File: src/rtl/cmdq_pkg.sv
package cmdq_pkg;
  localparam int OPC_LSB = 26;
  localparam int OPC_W   = 6;
  localparam int IRQ_W   = 8;

  localparam logic [OPC_W-1:0] OP_START     = 6'h0E;
  localparam logic [OPC_W-1:0] OP_DMA_SETUP = 6'h10;
  localparam logic [OPC_W-1:0] OP_DMA_DONE  = 6'h11;
  localparam logic [OPC_W-1:0] OP_TABLE     = 6'h15;
  localparam logic [OPC_W-1:0] OP_COPY      = 6'h22;

  localparam int IRQ_DONE = 0;
  localparam int IRQ_DMAC = 1;
  localparam int IRQ_OVF  = 4;
  localparam int IRQ_SEC  = 5;

  typedef enum logic [1:0] {
    ST_IDLE,
    ST_ADDR,
    ST_COPY
  } seq_st_e;
endpackage

File: src/rtl/cmd_fifo.sv
module cmd_fifo #(
  parameter int W     = 32,
  parameter int DEPTH = 5,
  localparam int PW   = (DEPTH > 1) ? $clog2(DEPTH) : 1,
  localparam int CW   = $clog2(DEPTH + 1)
) (
  input  logic          clk_i,
  input  logic          rst_ni,
  input  logic          push_i,
  input  logic [W-1:0]  data_i,
  input  logic          pop_i,
  output logic [W-1:0]  data_o,
  output logic          empty_o,
  output logic          full_o,
  output logic [CW-1:0] cnt_o
);
  logic [W-1:0]  mem_q [DEPTH];
  logic [PW-1:0] wp_q, rp_q;
  logic [CW-1:0] cnt_q;
  logic          do_push, do_pop;

  function automatic logic [PW-1:0] ptr_nxt(input logic [PW-1:0] p);
    return (p == PW'(DEPTH - 1)) ? '0 : p + PW'(1);
  endfunction

  assign empty_o = (cnt_q == '0);
  assign full_o  = (cnt_q == CW'(DEPTH));
  assign cnt_o   = cnt_q;
  assign do_push = push_i && !full_o;
  assign do_pop  = pop_i && !empty_o;
  assign data_o  = mem_q[rp_q];

  always_ff @(posedge clk_i) begin
    if (do_push) mem_q[wp_q] <= data_i;
  end

  always_ff @(posedge clk_i or negedge rst_ni) begin
    if (!rst_ni) begin
      wp_q  <= '0;
      rp_q  <= '0;
      cnt_q <= '0;
    end else begin
      if (do_push) wp_q <= ptr_nxt(wp_q);
      if (do_pop)  rp_q <= ptr_nxt(rp_q);
      case ({do_push, do_pop})
        2'b10:   cnt_q <= cnt_q + CW'(1);
        2'b01:   cnt_q <= cnt_q - CW'(1);
        default: cnt_q <= cnt_q;
      endcase
    end
  end
endmodule

File: src/rtl/engine_model.sv
module engine_model #(
  parameter int BLK_W       = 12,
  parameter int CYC_PER_BLK = 11,
  localparam int CYC_W      = $clog2(CYC_PER_BLK + 1)
) (
  input  logic             clk_i,
  input  logic             rst_ni,
  input  logic             start_i,
  input  logic [BLK_W-1:0] nblk_m1_i,
  output logic             busy_o,
  output logic             done_o
);
  logic             busy_q;
  logic [BLK_W-1:0] blk_q;
  logic [CYC_W-1:0] cyc_q;

  assign busy_o = busy_q;
  assign done_o = busy_q && (cyc_q == '0) && (blk_q == '0);

  always_ff @(posedge clk_i or negedge rst_ni) begin
    if (!rst_ni) begin
      busy_q <= 1'b0;
      blk_q  <= '0;
      cyc_q  <= '0;
    end else if (!busy_q) begin
      if (start_i) begin
        busy_q <= 1'b1;
        blk_q  <= nblk_m1_i;
        cyc_q  <= CYC_W'(CYC_PER_BLK - 1);
      end
    end else if (cyc_q != '0) begin
      cyc_q <= cyc_q - CYC_W'(1);
    end else if (blk_q == '0) begin
      busy_q <= 1'b0;
    end else begin
      blk_q <= blk_q - BLK_W'(1);
      cyc_q <= CYC_W'(CYC_PER_BLK - 1);
    end
  end
endmodule

File: src/rtl/key_slots.sv
module key_slots #(
  parameter int N       = 8,
  parameter int W       = 32,
  parameter int SECURE  = 4,
  localparam int IW     = $clog2(N)
) (
  input  logic          clk_i,
  input  logic          rst_ni,
  input  logic          we_i,
  input  logic [IW-1:0] widx_i,
  input  logic [W-1:0]  wdata_i,
  input  logic [IW-1:0] ridx_i,
  output logic [W-1:0]  rdata_o
);
  logic [W-1:0] slot_q [N];

  for (genvar g = 0; g < N; g++) begin : g_slot
    if (g == SECURE) begin : g_sec
      // host-side image of the secure slot is never populated
      assign slot_q[g] = '0;
    end else begin : g_reg
      always_ff @(posedge clk_i or negedge rst_ni) begin
        if (!rst_ni)                          slot_q[g] <= '0;
        else if (we_i && widx_i == IW'(g))    slot_q[g] <= wdata_i;
      end
    end
  end

  assign rdata_o = slot_q[ridx_i];
endmodule

File: src/rtl/crypt_cmdq_seq.sv
module crypt_cmdq_seq
  import cmdq_pkg::*;
#(
  parameter int Q_DEPTH     = 5,
  parameter int N_SLOTS     = 8,
  parameter int SECURE_SLOT = 4,
  parameter int CYC_PER_BLK = 11,
  parameter int BLK_W       = 12,
  parameter int WCNT_LSB    = 12,
  parameter int WCNT_W      = 13,
  parameter int KID_LSB     = 17,
  localparam int SLOT_W     = $clog2(N_SLOTS),
  localparam int QC_W       = $clog2(Q_DEPTH + 1)
) (
  input  logic              clk_i,
  input  logic              rst_ni,
  input  logic              cmd_we_i,
  input  logic [31:0]       cmd_wdata_i,
  input  logic              irq_clr_we_i,
  input  logic [IRQ_W-1:0]  irq_clr_i,
  input  logic              irq_en_we_i,
  input  logic [IRQ_W-1:0]  irq_en_i,
  input  logic [SLOT_W-1:0] slot_rd_idx_i,
  output logic              eng_busy_o,
  output logic              q_empty_o,
  output logic              dma_busy_o,
  output logic [IRQ_W-1:0]  irq_stat_o,
  output logic              irq_o,
  output logic [31:0]       src_addr_o,
  output logic [31:0]       slot_rd_data_o
);
  logic [31:0]       head;
  logic              q_full, q_pop;
  logic [QC_W-1:0]   q_cnt;
  logic [OPC_W-1:0]  op;
  seq_st_e           st_q;
  logic              pend_copy_q, pend_dir_q;
  logic [WCNT_W-1:0] pend_nw_q, cpy_cnt_q;
  logic [31:0]       cpy_addr_q, ram_tag_q, src_q;
  logic              eng_start, eng_done;
  logic              slot_we, set_dmac, set_sec;
  logic [SLOT_W-1:0] slot_widx;
  logic [IRQ_W-1:0]  stat_q, en_q, irq_set, irq_clr;

  cmd_fifo #(.W(32), .DEPTH(Q_DEPTH)) u_fifo (
    .clk_i   (clk_i),
    .rst_ni  (rst_ni),
    .push_i  (cmd_we_i),
    .data_i  (cmd_wdata_i),
    .pop_i   (q_pop),
    .data_o  (head),
    .empty_o (q_empty_o),
    .full_o  (q_full),
    .cnt_o   (q_cnt)
  );

  engine_model #(.BLK_W(BLK_W), .CYC_PER_BLK(CYC_PER_BLK)) u_eng (
    .clk_i     (clk_i),
    .rst_ni    (rst_ni),
    .start_i   (eng_start),
    .nblk_m1_i (head[BLK_W-1:0]),
    .busy_o    (eng_busy_o),
    .done_o    (eng_done)
  );

  key_slots #(.N(N_SLOTS), .W(32), .SECURE(SECURE_SLOT)) u_slots (
    .clk_i   (clk_i),
    .rst_ni  (rst_ni),
    .we_i    (slot_we),
    .widx_i  (slot_widx),
    .wdata_i (ram_tag_q),
    .ridx_i  (slot_rd_idx_i),
    .rdata_o (slot_rd_data_o)
  );

  assign op = head[OPC_LSB +: OPC_W];
  // address words are taken even while the engine runs; opcodes wait for idle
  assign q_pop = !q_empty_o &&
                 ((st_q == ST_IDLE && !eng_busy_o) || st_q == ST_ADDR);
  assign slot_widx = head[KID_LSB +: SLOT_W];

  always_comb begin
    eng_start = 1'b0;
    slot_we   = 1'b0;
    set_dmac  = 1'b0;
    set_sec   = 1'b0;
    if (q_pop && st_q == ST_IDLE) begin
      case (op)
        OP_START:    eng_start = 1'b1;
        OP_DMA_DONE: set_dmac  = 1'b1;
        OP_TABLE: begin
          if (head[25:24] == 2'd3) begin
            if (slot_widx == SLOT_W'(SECURE_SLOT)) set_sec = 1'b1;
            else                                  slot_we = 1'b1;
          end
        end
        default: ;
      endcase
    end
  end

  always_ff @(posedge clk_i or negedge rst_ni) begin
    if (!rst_ni) begin
      st_q        <= ST_IDLE;
      pend_copy_q <= 1'b0;
      pend_dir_q  <= 1'b0;
      pend_nw_q   <= '0;
      cpy_cnt_q   <= '0;
      cpy_addr_q  <= '0;
      ram_tag_q   <= '0;
      src_q       <= '0;
    end else begin
      case (st_q)
        ST_IDLE: begin
          if (q_pop && op == OP_DMA_SETUP) begin
            st_q        <= ST_ADDR;
            pend_copy_q <= 1'b0;
          end else if (q_pop && op == OP_COPY) begin
            st_q        <= ST_ADDR;
            pend_copy_q <= 1'b1;
            pend_dir_q  <= head[25];
            pend_nw_q   <= head[WCNT_LSB +: WCNT_W];
          end
        end
        ST_ADDR: begin
          if (q_pop) begin
            if (pend_copy_q) begin
              st_q       <= ST_COPY;
              cpy_cnt_q  <= pend_nw_q;
              cpy_addr_q <= head;
            end else begin
              st_q  <= ST_IDLE;
              src_q <= head;
            end
          end
        end
        ST_COPY: begin
          if (cpy_cnt_q <= WCNT_W'(1)) begin
            st_q <= ST_IDLE;
            if (!pend_dir_q) ram_tag_q <= cpy_addr_q;
          end else begin
            cpy_cnt_q <= cpy_cnt_q - WCNT_W'(1);
          end
        end
        default: st_q <= ST_IDLE;
      endcase
    end
  end

  always_comb begin
    irq_set           = '0;
    irq_set[IRQ_DONE] = eng_done;
    irq_set[IRQ_DMAC] = set_dmac;
    irq_set[IRQ_OVF]  = cmd_we_i && q_full;
    irq_set[IRQ_SEC]  = set_sec;
    irq_clr           = irq_clr_we_i ? irq_clr_i : '0;
  end

  // new events win over a clear in the same cycle
  always_ff @(posedge clk_i or negedge rst_ni) begin
    if (!rst_ni) begin
      stat_q <= '0;
      en_q   <= '0;
    end else begin
      stat_q <= (stat_q & ~irq_clr) | irq_set;
      if (irq_en_we_i) en_q <= irq_en_i;
    end
  end

  assign dma_busy_o = (st_q == ST_COPY);
  assign irq_stat_o = stat_q;
  assign irq_o      = |(stat_q & en_q);
  assign src_addr_o = src_q;
endmodule

File: config.mk
export PLATFORM = sky130hd
export DESIGN_NAME = crypt_cmdq_seq
export DESIGN_NICKNAME = d
export VERILOG_FILES = /design/src/rtl/cmdq_pkg.sv /design/src/rtl/cmd_fifo.sv /design/src/rtl/engine_model.sv /design/src/rtl/key_slots.sv /design/src/rtl/crypt_cmdq_seq.sv
export SDC_FILE = /design/constraint.sdc
export NUM_CORES = 1
export LEC_CHECK = 0
export ABC_CLOCK_PERIOD_IN_PS = 10900
export BUFFER_PORTS_ARGS = -buffer_cell sky130_fd_sc_hd__buf_2
export CAP_MARGIN = 20
export CORE_ASPECT_RATIO = 1.5
export CORE_MARGIN = 5
export CORE_UTILIZATION = 54
export DETAILED_ROUTE_END_ITERATION = 8
export PLACE_DENSITY_LB_ADDON = 0.08
export SYNTH_ARGS = -nofsm -noshare
export SYNTH_HDL_FRONTEND = slang
export SYNTH_HIERARCHICAL = 1
export SYNTH_SLANG_ARGS = --single-unit
File: constraint.sdc
create_clock -name clk_i -period 10.9 [get_ports clk_i]
set_input_delay 1.635 -clock clk_i [delete_from_list [all_inputs] [get_ports clk_i]]
set_output_delay 1.635 -clock clk_i [all_outputs]
set_load 0.1 [all_outputs]
==> results.sh <==
export IMPL_outcome="completed"
export IMPL_grt_pass1_vias=15200
export IMPL_wl_per_cell_um=21.2
export IMPL_syn_area_per_cell_um2=14.0
export IMPL_cts_buffers=52
export IMPL_synth_warnings=6
export IMPL_syn_nets=1778
export IMPL_finalClockSkew_ns=0.0221
export IMPL_final_common_cell="dfrtp_1"
export IMPL_fmaxAchievable_mhz=157
export IMPL_vias=14300
export IMPL_syn_cell_area_um2=24000
export IMPL_hold_class="reg2reg"
export IMPL_n_antenna_cell=0
export IMPL_layout_nets=1887
export IMPL_synth_top_area_share_pct=40.9
export IMPL_powerDensity_nw_per_um2=229
export IMPL_syn_inst=1710
export IMPL_die_area_um2=48900
export IMPL_gp_congestion=0.798
export IMPL_critPathRequiredTime_ns=9.27
export IMPL_yosysSeqAreaShare_pct=60.9
export IMPL_setup_tns_ns=0
export IMPL_worst_pin_slew_ns=1.03
export IMPL_ant_nets=0
export IMPL_synthArstFlopShare_pct=71.0
export IMPL_worstPathArrival_ns=4.74
export IMPL_ys_ff_latch=552
export IMPL_synthDistinctLibCells=75
export IMPL_crit_fanout=66
export IMPL_rows=94
export IMPL_place_ws_ns=4.53
export IMPL_fin_crit_sh_pct=58.5
export IMPL_synth_area_leaders="dfrtp_1 (41%), edfxtp_1 (20%), mux2_2 (14%), mux2i_1 (2.8%), a221oi_1 (2.3%)"
export IMPL_h_tree_depth=2
export IMPL_cts_setup_buffers=0
export IMPL_ctsResizeCount=0
export IMPL_rsz0062_at_grt="false"
export IMPL_min_period_ns=6.37
export IMPL_syn2layout_area_growth_pct=11.6
export IMPL_crit_type="in2out"
export IMPL_clockBufferDepth=3
export IMPL_portBuffers=131
export IMPL_drc_errors=0
export IMPL_cts_root_buffer="clkbuf_16"
export IMPL_grt_pass1_wl_mm=84.6
export IMPL_via_per_inst=5.87
export IMPL_cts_tree="done"
export IMPL_yosysTopAreaCell="dfrtp_1"
export IMPL_die_w_um=182
export IMPL_critPathLaunchType="input port"
export IMPL_slew_violations=0
export IMPL_grt_overflow_total=0
export IMPL_core_um2=44000
export IMPL_end_kind="primary output"
export IMPL_hold_buffers=0
export IMPL_maxSlewHeadroom_pct=31.0
export IMPL_io_pins=132
export IMPL_initial_core_util_pct=54.6
export IMPL_grt_max_degree=172
export IMPL_final_cell_mix="dfrtp_1 (391), mux2_2 (304), edfxtp_1 (160), nand2_1 (132), buf_2 (129)"
export IMPL_wl_mm=51.7
export IMPL_fill_cells=3468
export IMPL_hold_viol=0
export IMPL_drtIter0Drc=746
export IMPL_insertion_delay_ns=0.58
export IMPL_first_pass_iters=5
export IMPL_dp_hpwl_mm=31.7
export IMPL_cts_sinks=552
export IMPL_die_y_um=268
export IMPL_maxCapViolations=0
export IMPL_synth_ff_type="dfrtp_1"
export IMPL_grt_antenna_before_repair=2
export IMPL_grt_usage_pct=21.5
export IMPL_worst_slack_ns=4.53
export IMPL_setup_violations=0
export IMPL_drive_gt1_share_pct=33.3
export IMPL_synth_edf_count=160
export IMPL_clk_pin_slew_ns=0.06
export IMPL_p_leak_nw=12.2
export IMPL_ir_drop_v=0.000193
metal layers:
metal,global-route usage [%],vias up,share of wire [%]
li1,-,6602,-
met1,28.2,7349,42
met2,37.9,277,51
met3,3.03,86,3.9
met4,6.13,0,2.5
met5,0,-,0
layout make-up:
type                            count  area, um^2  area share [%]
Tap cell                          576         721            2.69
Multi-Input combinational cell    992        8610            32.1
Timing Repair Buffer              166         943            3.52
Inverter                           55         206           0.771
Clock buffer                       71        1440            5.39
Clock inverter                     25         245           0.916
Sequential cell                   552       14600            54.6
worst paths after layout:
path / start / end / slack, ns / depth (start not counted)
min in group asynchronous: rst_ni / u_slots/slot_q[151] / 1.08 / 1
hold / removal: cpy_addr_q[17] / cpy_addr_q[17] / 0.47 / 2
hold reg to reg: cpy_addr_q[17] / cpy_addr_q[17] / 0.47 / 2
setup reg to reg: u_fifo/rp_q[2] / u_slots/slot_q[192] / 6.10 / 12
max in group asynchronous: rst_ni / src_addr_o[5] / 7.55 / 3
setup / recovery: slot_rd_idx_i[1] / slot_rd_data_o[18] / 4.53 / 7
logic make-up after synthesis:
group           share of synthesized area [%]
compound gates                           8.24
xor+xnor                                0.182
fa+ha+maj                               0.657
buf+inv                                  3.64
flops                                    60.9
mux                                      19.5
simple gates                             6.92
flip-flops by register name, indices dropped and copies added (netlist names), 4 cells and up:
name / cells
u_eng/blk_q: 12
cpy_addr_q: 32
src_addr_o: 32
u_slots/slot_q: 224
irq_stat_o: 8
en_q: 8
u_eng/cyc_q: 4
pend_nw_q: 13
cpy_cnt_q: 13
ram_tag_q: 32
u_fifo/mem_q: 160
critical path: stages:
cell	delay (ns)
buf_2	0.08
buf_4	0.67
nor2b_2	0.75
buf_4	0.43
a22oi_1	0.15
a221oi_1	0.47
buf_2	0.52
cells in the mapped netlist (4+ instances only):
master	instances
a2111oi_0	33
a211oi_1	37
a21boi_0	4
a21oi_1	11
a221oi_1	64
a22oi_1	36
a32oi_1	4
buf_2	33
buf_4	18
buf_6	19
clkbuf_1	38
dfrtp_1	392
edfxtp_1	160
ha_1	11
inv_1	54
mux2_1	8
mux2_2	304
mux2_4	32
mux2i_1	68
nand2_1	132
nand2b_1	4
nand3_1	7
nand4_1	4
nand4b_1	5
nor2_1	29
nor2b_1	68
nor3_1	13
nor3b_1	4
nor4_1	7
o21ai_0	23
o22ai_1	5
o41ai_1	4
or3_1	8
report_power, final:
part	switching, W	internal (W)	leakage, nW	total (W)
Combinational	0.00117	0.000511	4.57	0.00168
Sequential	0.000239	0.00244	6.80	0.00268
Clock	0.000760	0.00102	0.825	0.00178
metrics by stage:
step	hold slack (ns)	util, %	instances	cell area (um^2)	power [W]
detailed placement	0.463	57.0	2341	25100	0.00441
finish	0.474	60.9	2437	26800	0.00614
global route	0.491	60.9	2437	26800	0.00647
floorplan	0.442	-	1710	24000	0.00390
global placement	0.459	57.0	2341	25100	0.00437
CTS	0.478	60.9	2437	26800	0.00622
No activity file was read; power rests on OpenSTA's default activity.
